===== src/rtl/audio_fifo_pkg.sv =====
package audio_fifo_pkg;
  // control word field positions
  localparam int EN_REQ_DMA  = 0;
  localparam int EN_WARN_DMA = 1;
  localparam int EN_W        = 7;
  localparam int SRST_BIT    = 7;
  localparam int FLG_REQ     = 8;
  localparam int FLG_WARN    = 9;
  localparam int FLG_ERR     = 10;
  localparam int FLG_SYNC    = 11;
  localparam int FLG_WORD    = 12;
  localparam int FLUSH_BIT   = 13;
  localparam int WM_LSB      = 16;
  localparam int WM_W        = 5;

  // packed so that req_dma lands on bit 0
  typedef struct packed {
    logic word_irq;
    logic sync_irq;
    logic err_irq;
    logic warn_irq;
    logic req_irq;
    logic warn_dma;
    logic req_dma;
  } en_t;

  typedef struct packed {
    logic word;
    logic sync;
    logic err;
  } sticky_t;
endpackage


===== src/rtl/afs_fifo_core.sv =====
module afs_fifo_core #(
  parameter int DATA_W = 24,
  parameter int DEPTH  = 32,
  localparam int IDX_W = $clog2(DEPTH),
  localparam int PTR_W = IDX_W + 1
) (
  input  logic              clk,
  input  logic              rst_n,
  input  logic              clr,
  input  logic              hold,
  input  logic              push,
  input  logic [DATA_W-1:0] push_data,
  input  logic              pop,
  output logic [DATA_W-1:0] pop_data,
  output logic [PTR_W-1:0]  wr_ptr,
  output logic [PTR_W-1:0]  rd_ptr,
  output logic [PTR_W-1:0]  level,
  output logic              full,
  output logic              empty,
  output logic              push_rej,
  output logic              pop_rej
);
  logic [DATA_W-1:0] mem [DEPTH];
  logic [PTR_W-1:0]  wr_q, wr_d, rd_q, rd_d;
  logic              push_ok, pop_ok;

  assign level    = wr_q - rd_q;
  assign full     = (level == PTR_W'(DEPTH));
  assign empty    = (level == '0);
  assign push_ok  = push & ~full & ~hold;
  assign pop_ok   = pop & ~empty & ~hold;
  assign push_rej = push & full & ~hold;
  assign pop_rej  = pop & empty & ~hold;

  always_comb begin
    wr_d = wr_q;
    rd_d = rd_q;
    if (clr) begin
      wr_d = '0;
      rd_d = '0;
    end else begin
      if (push_ok) wr_d = wr_q + 1'b1;
      if (pop_ok)  rd_d = rd_q + 1'b1;
    end
  end

  always_ff @(posedge clk or negedge rst_n) begin
    if (!rst_n) begin
      wr_q <= '0;
      rd_q <= '0;
    end else begin
      wr_q <= wr_d;
      rd_q <= rd_d;
    end
  end

  // sample storage, not reset
  always_ff @(posedge clk) begin
    if (push_ok && !clr) mem[wr_q[IDX_W-1:0]] <= push_data;
  end

  assign pop_data = mem[rd_q[IDX_W-1:0]];
  assign wr_ptr   = wr_q;
  assign rd_ptr   = rd_q;
endmodule


===== src/rtl/afs_ctl_regs.sv =====
module afs_ctl_regs
  import audio_fifo_pkg::*;
(
  input  logic            clk,
  input  logic            rst_n,
  input  logic            ctl_wr,
  input  logic [31:0]     ctl_wdata,
  input  logic            err_evt,
  input  logic            sync_evt,
  input  logic            word_evt,
  output en_t             en,
  output logic [WM_W-1:0] wm,
  output logic            srst,
  output logic            hold,
  output logic            flush,
  output sticky_t         sticky
);
  en_t             en_q, en_d;
  logic [WM_W-1:0] wm_q, wm_d;
  logic            srst_q, srst_d;
  sticky_t         st_q, st_d, st_set, st_clr;
  logic            unused_wbits;

  assign unused_wbits = ^{ctl_wdata[31:WM_LSB+WM_W], ctl_wdata[WM_LSB-1:FLUSH_BIT+1],
                          ctl_wdata[FLG_WARN:FLG_REQ]};

  assign flush  = ctl_wr & ctl_wdata[FLUSH_BIT];
  assign hold   = srst_q | (ctl_wr & ctl_wdata[SRST_BIT]);
  assign st_set = '{word: word_evt, sync: sync_evt, err: err_evt};
  assign st_clr = ctl_wr ? '{word: ctl_wdata[FLG_WORD], sync: ctl_wdata[FLG_SYNC],
                             err: ctl_wdata[FLG_ERR]} : '0;

  always_comb begin
    en_d   = en_q;
    wm_d   = wm_q;
    srst_d = srst_q;
    if (ctl_wr) begin
      en_d   = en_t'(ctl_wdata[EN_W-1:0]);
      wm_d   = ctl_wdata[WM_LSB +: WM_W];
      srst_d = ctl_wdata[SRST_BIT];
    end
    // a new event wins over a clear in the same cycle
    if (hold) st_d = '0;
    else      st_d = (st_q & ~st_clr) | st_set;
  end

  always_ff @(posedge clk or negedge rst_n) begin
    if (!rst_n) begin
      en_q   <= '0;
      wm_q   <= '0;
      srst_q <= 1'b0;
      st_q   <= '0;
    end else begin
      en_q   <= en_d;
      wm_q   <= wm_d;
      srst_q <= srst_d;
      st_q   <= st_d;
    end
  end

  assign en     = en_q;
  assign wm     = wm_q;
  assign srst   = srst_q;
  assign sticky = st_q;
endmodule


===== src/rtl/afs_req_gen.sv =====
module afs_req_gen
  import audio_fifo_pkg::*;
#(
  parameter int PTR_W = 6
) (
  input  logic             rx_mode,
  input  logic [PTR_W-1:0] level,
  input  logic             full,
  input  logic             empty,
  input  logic [WM_W-1:0]  wm,
  input  en_t              en,
  input  sticky_t          sticky,
  output logic             req_flag,
  output logic             warn_flag,
  output logic             irq,
  output logic             dma_req,
  output logic             dma_warn
);
  logic [PTR_W-1:0] wm_ext;
  logic [4:0]       flags, irq_en;

  assign wm_ext    = PTR_W'(wm);
  assign req_flag  = rx_mode ? (level > wm_ext) : (level <= wm_ext);
  assign warn_flag = rx_mode ? full : empty;

  assign flags  = {sticky.word, sticky.sync, sticky.err, warn_flag, req_flag};
  assign irq_en = {en.word_irq, en.sync_irq, en.err_irq, en.warn_irq, en.req_irq};

  assign irq      = |(flags & irq_en);
  assign dma_req  = req_flag & en.req_dma;
  assign dma_warn = warn_flag & en.warn_dma;
endmodule


===== src/rtl/audio_fifo_status.sv =====
module audio_fifo_status
  import audio_fifo_pkg::*;
#(
  parameter int DATA_W = 24,
  parameter int DEPTH  = 32,
  localparam int PTR_W = $clog2(DEPTH) + 1
) (
  input  logic              clk,
  input  logic              rst_n,
  input  logic              rx_mode,
  input  logic              ctl_wr,
  input  logic [31:0]       ctl_wdata,
  output logic [31:0]       ctl_rdata,
  input  logic              push,
  input  logic [DATA_W-1:0] push_data,
  input  logic              pop,
  output logic [DATA_W-1:0] pop_data,
  input  logic              sync_evt,
  input  logic              word_evt,
  output logic [PTR_W-1:0]  wr_ptr,
  output logic [PTR_W-1:0]  rd_ptr,
  output logic              irq,
  output logic              dma_req,
  output logic              dma_warn
);
  logic [1:0]       rst_sync;
  logic             core_rst_n;
  en_t              en;
  logic [WM_W-1:0]  wm;
  logic             srst, hold, flush;
  sticky_t          sticky;
  logic [PTR_W-1:0] level;
  logic             full, empty, push_rej, pop_rej, err_evt;
  logic             req_flag, warn_flag;

  // asynchronous assert, synchronous release
  always_ff @(posedge clk or negedge rst_n) begin
    if (!rst_n) rst_sync <= 2'b00;
    else        rst_sync <= {rst_sync[0], 1'b1};
  end
  assign core_rst_n = rst_sync[1];

  assign err_evt = rx_mode ? push_rej : pop_rej;

  afs_ctl_regs u_regs (
    .clk      (clk),
    .rst_n    (core_rst_n),
    .ctl_wr   (ctl_wr),
    .ctl_wdata(ctl_wdata),
    .err_evt  (err_evt),
    .sync_evt (sync_evt),
    .word_evt (word_evt),
    .en       (en),
    .wm       (wm),
    .srst     (srst),
    .hold     (hold),
    .flush    (flush),
    .sticky   (sticky)
  );

  afs_fifo_core #(.DATA_W(DATA_W), .DEPTH(DEPTH)) u_fifo (
    .clk      (clk),
    .rst_n    (core_rst_n),
    .clr      (flush | hold),
    .hold     (hold),
    .push     (push),
    .push_data(push_data),
    .pop      (pop),
    .pop_data (pop_data),
    .wr_ptr   (wr_ptr),
    .rd_ptr   (rd_ptr),
    .level    (level),
    .full     (full),
    .empty    (empty),
    .push_rej (push_rej),
    .pop_rej  (pop_rej)
  );

  afs_req_gen #(.PTR_W(PTR_W)) u_req (
    .rx_mode  (rx_mode),
    .level    (level),
    .full     (full),
    .empty    (empty),
    .wm       (wm),
    .en       (en),
    .sticky   (sticky),
    .req_flag (req_flag),
    .warn_flag(warn_flag),
    .irq      (irq),
    .dma_req  (dma_req),
    .dma_warn (dma_warn)
  );

  always_comb begin
    ctl_rdata               = '0;
    ctl_rdata[EN_W-1:0]     = en;
    ctl_rdata[SRST_BIT]     = srst;
    ctl_rdata[FLG_REQ]      = req_flag;
    ctl_rdata[FLG_WARN]     = warn_flag;
    ctl_rdata[FLG_ERR]      = sticky.err;
    ctl_rdata[FLG_SYNC]     = sticky.sync;
    ctl_rdata[FLG_WORD]     = sticky.word;
    ctl_rdata[WM_LSB +: WM_W] = wm;
  end
endmodule


===== config.mk =====
export PLATFORM = sky130hd
export DESIGN_NAME = audio_fifo_status
export DESIGN_NICKNAME = d
export VERILOG_FILES = /design/src/rtl/audio_fifo_pkg.sv /design/src/rtl/afs_fifo_core.sv /design/src/rtl/afs_ctl_regs.sv /design/src/rtl/afs_req_gen.sv /design/src/rtl/audio_fifo_status.sv
export SDC_FILE = /design/constraint.sdc
export NUM_CORES = 1
export LEC_CHECK = 0
export BUFFER_PORTS_ARGS = -buffer_cell sky130_fd_sc_hd__buf_2
export CAP_MARGIN = 20
export CELL_PAD_IN_SITES_DETAIL_PLACEMENT = 1
export CELL_PAD_IN_SITES_GLOBAL_PLACEMENT = 1
export CORE_UTILIZATION = 59
export CTS_CLUSTER_SIZE = 28
export DETAILED_ROUTE_END_ITERATION = 8
export PLACE_DENSITY_LB_ADDON = 0.1
export SLEW_MARGIN = 30
export SYNTH_ARGS = -nofsm -noshare
export SYNTH_HDL_FRONTEND = slang
export SYNTH_SLANG_ARGS = --single-unit

===== constraint.sdc =====
create_clock -name clk -period 5.8 [get_ports clk]
set_input_delay 0.29 -clock clk [delete_from_list [all_inputs] [get_ports clk]]
set_output_delay 0.29 -clock clk [all_outputs]
set_load 0.01 [all_outputs]

-- Word-level counts from Yosys, hierarchy flattened
Memory sizes are Yosys's and may differ from the RTL's.
Cells that the tools add are included.
- bits of input ports: 64
- logic and storage cells: 60
- memories: 1
- output and inout bits: 71
- bits in writable memories: 768
- register bits: 30
- memories (memory ; words ; width ; read ports ; clocked after memory_dff ; wr ports ; line ; text):
    u_fifo.mem ; 32 ; 24 ; 1 ; 0 ; 1 ; afs_fifo_core.sv:23 ; logic [DATA_W-1:0] mem [DEPTH];
- eq/ne operators: 1
- bitwise operators: 21
- mux-type cells: 11
- magnitude comparators: 2
- add/subtract/negate cells: 3
- reduce and logical (&&, ||, !) cells: 6
- operators with widths (cell ; number):
    two-way mux 6 bit ; 4
    adder 6 x 1 -> 6 bit, second input constant ; 2
    AND 1 bit ; 12
    equality test 6 bit, second input constant ; 1
    > comparator 6 x 5 -> 1 bit ; 1
    <= comparator 6 x 5 -> 1 bit ; 1
    zero test 6 bit ; 1
    two-way mux 3 bit ; 2
    subtractor 6 bit ; 1
    AND 5 bit ; 1
    two-way mux 1 bit ; 5
    OR reduction 5 bit ; 1
    nonzero test 2 bit ; 2
    AND 3 bit ; 1
    inverter 1 bit ; 3
    inverter 3 bit ; 1
    OR 3 bit ; 1
    OR 1 bit ; 2
    logical AND 1 bit ; 1
    zero test 1 bit ; 1

-- Longest topological paths before layout
- depth in word-level cells: 8
- gate-level depth with buffers: 14
- gate-level depth less buffers: 13

-- Cells and area by module
A second synthesis with hierarchy kept.
- cells, all modules: 1396
- area, all modules: 31283.8 um^2
- by module, submodules not included (module ; cells each ; times used ; sequential area each (um^2) ; area each (um^2)):
    afs_fifo_core ; 1304 ; 1 ; 23362.4 ; 30199.0
    afs_ctl_regs ; 45 ; 1 ; 400.4 ; 688.2
    audio_fifo_status ; 23 ; 1 ; 50.0 ; 206.4
    afs_req_gen ; 24 ; 1 ; 0.0 ; 190.2

-- Least setup slack after synthesis
Ideal clock, no wire load.
- path kind: reg-to-reg
- start point: register u_fifo.rd_q[1] (netlist: u_fifo.rd_ptr[1])
- end point: memory u_fifo.mem[29][0] (enable)
- path buffers: 4
- period minus slack after synthesis: 4170 ps
- arrival: 3765 ps
- path slack: 1630 ps
- setup time: 405 ps
- data required time: 5395 ps
- cell stages (with the launch flop): 13
- cells stage by stage: dfrtp_1 > buf_2 > buf_2 > buf_1 > inv_1 > fa_1 > xor2_1 > nor3_1 > mux2i_2 > a211o_1 > buf_4 > nand4_2 > nor2_1
- word-level cells in the longest chain between the ends: 8
- ends and longest elaborated chain (item ; line ; text):
    from (decl) ; afs_fifo_core.sv:24 ; logic [PTR_W-1:0] wr_q, wr_d, rd_q, rd_d;
    from (signal assigned) ; afs_fifo_core.sv:53 ; rd_q <= rd_d;
    subtractor 6 bit ; afs_fifo_core.sv:27 ; assign level = wr_q - rd_q;
    equality test 6 bit ; afs_fifo_core.sv:28 ; assign full = (level == PTR_W'(DEPTH));
    inverter 1 bit ; afs_fifo_core.sv:30 ; assign push_ok = push & ~full & ~hold;
    AND 1 bit (2 in series) ; afs_fifo_core.sv:30 ;
    logical AND 1 bit ; afs_fifo_core.sv:59 ; if (push_ok && !clr) mem[wr_q[IDX_W-1:0]] <= push_data;
    two-way mux 1 bit ; afs_fifo_core.sv:59 ;
    two-way mux 1 bit (implied by the code) ; afs_fifo_core.sv:59 ;
    to (decl) ; afs_fifo_core.sv:23 ;
No other way between the ends.

-- Final worst setup path
- start point: register u_fifo.rd_q[1] (netlist: u_fifo.rd_ptr[1])
- end point: memory u_fifo.mem[17][11] (enable)
Same word-level chain as after synthesis.

==> impl_results.md <==
* YS warnings at 0
* Synth Cell Area at 31300 um^2
* Final #Nets at 1668
* Initial antenna violation count at 4
* Setup TNS at 0 ps
* CP startpoint kind: flip-flop
* Port Buffers at 105
* Placed Area at 33300 um^2
* Clock tree buffer depth at 3
* Post-route cell area at 35900 um^2
* WL final at 77800 um
* Vias in the first global route at 16400
* PostCTS Resize Cnt at 0
* Most area-consuming cells after synthesis: edfxtp_1 (74%), mux4_2 (17%), dfrtp_1 (2.4%)
* Largest area contributor in the netlist: edfxtp_1
* Initial core utilization at 60.3%
* CTS tree: done
* Layout overhead on the synthesized area at 14.8%
* Lkg Pwr at 11.4 nW
* CTS hold repair buffers at 17
* Via count at 15300
* Number of remaining DRC errors at 0
* H-tree levels at 3
* Ports at 135
* EDFF count, synth at 768
* Main synth FF type: edfxtp_1
* Total GRT Usage at 30.2%
* Hold Vio Cnt, Final at 0
* Area of the multi-input gates at 7230 um^2
* CP delay by family, top: simple AND/OR/NAND/NOR gates
* FF/Latch Area at 23800 um^2
* Fill cells at 3979
* Die height at 232 um
* Register-to-Register Path Depth at 9
* Mean area per synthesized cell at 22.3 um^2
* Most common cell in the netlist: edfxtp_1
* Clk slew on worst S/H paths at 60 ps
* Global-route wire length before repair at 113000 um
* Critical Path Source: u_fifo.rd_ptr[1]
* Crit Reg-Reg Startpoint: u_fifo.rd_ptr[1]
* Slowest cell on the critical path: nor2_4
* Wire per inst at 33.5 um
* Worst reg2reg setup slack at 1060 ps
* PD cells at 354 nW/um^2
* Power, Total at 12.7 mW
* Overall die width at 232 um
* Peak supply drop at 0.295 mV
* Run status: finished, final reports clean
* Number of cells on the critical path at 9
* DRT antenna net count at 0
* Core area at 51800 um^2
* Slowest stage delay, CP at 990 ps
* Max-Cap Viols at 0
* Hpwl dp at 46100 um
* Unrepaired setup endpoints after global routing: no
* Critical path class: reg2reg
* Largest net degree at the start of global routing at 127
* Final setup violation count at 0
* Mapped Cells at 1402
* Die ar. at 53900 um^2
* Yosys top cell area share at 73.8%
* Clock Sinks at 798
* Worst hold path type: in2async
* DR iter-0 viols at 1696
* Max frequency at 211 MHz
* Least-Margin Pin Slew at 978 ps
* Grt ovf at 0
* Ratio of cells with drive above 1 in the final layout at 34.6%
* Worst setup endpoint: u_fifo.mem[17][11]
* Seq cells post-synth at 798
* Clock Skew at 14.7 ps
* Crit-path cells: inv_1, ha_1, nor2b_1, o21ai_0, a21oi_1, a211o_1, nand4_2, nor2_4, buf_4
* Via-per-instance ratio at 6.56
* Reg-to-Reg End: u_fifo.mem[17][11]
* Pre-antenna DRT Iters at 5
* Root buffer cell: clkbuf_16
* Crit. End Element: flip-flop
* Slew HR at 34.6%
* Tcrit/Tclk final at 81.8%
* Clk_lat worst skew at 620 ps
* Fin crit period at 4740 ps
* Critical Path AT at 5050 ps
* Max-slew violation count at 0
* Netlist cell types at 53
* CP max FO at 25
* Post-synth ARST share at 3.76%
* Setup Buffers After CTS at 0
* Row count at 83
* Post-synthesis sequential area ratio at 76.2%
* TritonCTS buffer count at 80
* Most instantiated cells after synthesis: edfxtp_1 (768), mux4_2 (240), nand2_1 (93)
* Worst Path Buf+Inv at 2
* GP Congestion at 0.802
* Required @ worst endpoint at 6110 ps
-- routing by layer --
layer | vias to the layer above | wire (um) | part of all wire, % | track usage [%]
met5 | - | 0 | 0 | 0
met4 | 0 | 2300 | 3.0 | 10.9
met3 | 138 | 5190 | 6.7 | 5.22
met2 | 700 | 40700 | 52 | 51.5
met1 | 8215 | 29700 | 38 | 39.4
li1 | 6198 | - | - | -
-- cell type report --
cell class              count  area share, %
clock inverters            43          0.983
multi-input cells         514           20.1
clock buffers              94           5.72
repair buffers            177           4.22
diodes                      2         0.0139
flip-flops and latches    798           66.4
well taps                 680           2.37
inverters                  17          0.185
-- cells by family (layout without fill, tap and decap cells) --
logic type | count (synthesis) | count (layout) | share of synthesized area, %
AOI/OAI and AO/OA | 50 | 50 | 1.06
xor gates and xnor gates | 6 | 6 | 0.192
adders and majority gates | 16 | 16 | 0.664
buffers and inverters | 103 | 331 | 1.66
DFF | 798 | 798 | 76.2
muxes | 250 | 250 | 17.7
other | 2 | 17 | 0.0240
and+or+nand+nor | 177 | 177 | 2.57
-- state kept, by name, summed over array words and instances, names as in the netlist --
register	cells
rst_sync	2
u_regs.wm	5
u_regs.en	7
u_fifo.mem	768
u_regs.sticky	3
u_regs.srst	1
u_fifo.wr_ptr	6
u_fifo.rd_ptr	6
-- worst min-delay path by stage --
| stage | end | slack, ps |
|---|---|---|
| 5_1_grt | rst_sync[1] | 30 |
| 2_1_floorplan | rst_sync[0] | -6 |
| 6_report | rst_sync[0] | 30 |
| 3_3_place_gp | rst_sync[0] | 80 |
| 3_5_place_dp | rst_sync[0] | 80 |
| 4_1_cts | rst_sync[0] | 6 |
-- power by group --
part | switching (mW) | total (mW) | internal, mW
registers | 0.0231 | 6.37 | 6.35
clock network | 2.11 | 4.86 | 2.75
logic | 0.758 | 1.48 | 0.721
total | 2.90 | 12.7 | 9.82
-- cell usage in the layout (no fill, tap or decap), types with 4 or more instances in the layout --
| master | n |
|---|---|
| buf_16 | 17 |
| nor3_1 | 6 |
| nand3_1 | 9 |
| edfxtp_1 | 768 |
| dfrtp_1 | 27 |
| bufinv_16 | 5 |
| buf_4 | 32 |
| nand2_1 | 93 |
| nor2_1 | 9 |
| clkinv_1 | 15 |
| mux2_2 | 9 |
| o21ai_0 | 15 |
| clkbuf_1 | 14 |
| clkinv_2 | 17 |
| mux4_2 | 240 |
| dlygate4sd3_1 | 17 |
| buf_12 | 4 |
| inv_1 | 15 |
| a21oi_1 | 16 |
| clkbuf_16 | 80 |
| nor2_4 | 32 |
| or3_1 | 5 |
| ha_1 | 15 |
| conb_1 | 15 |
| buf_2 | 105 |
-- through the flow --
stage               utilization (%)  std cells  worst slack [ps]  hold WS (ps)
floorplan                         -       1415              1630         -5.59
global placement               63.2       2148              1320          75.9
detailed placement             64.3       2169              1170          80.7
CTS                            69.2       2323              1140          6.20
global route                   69.3       2325               940          28.8
finish                         69.3       2325              1060          34.8
No activity file was read; power rests on OpenSTA's default activity.
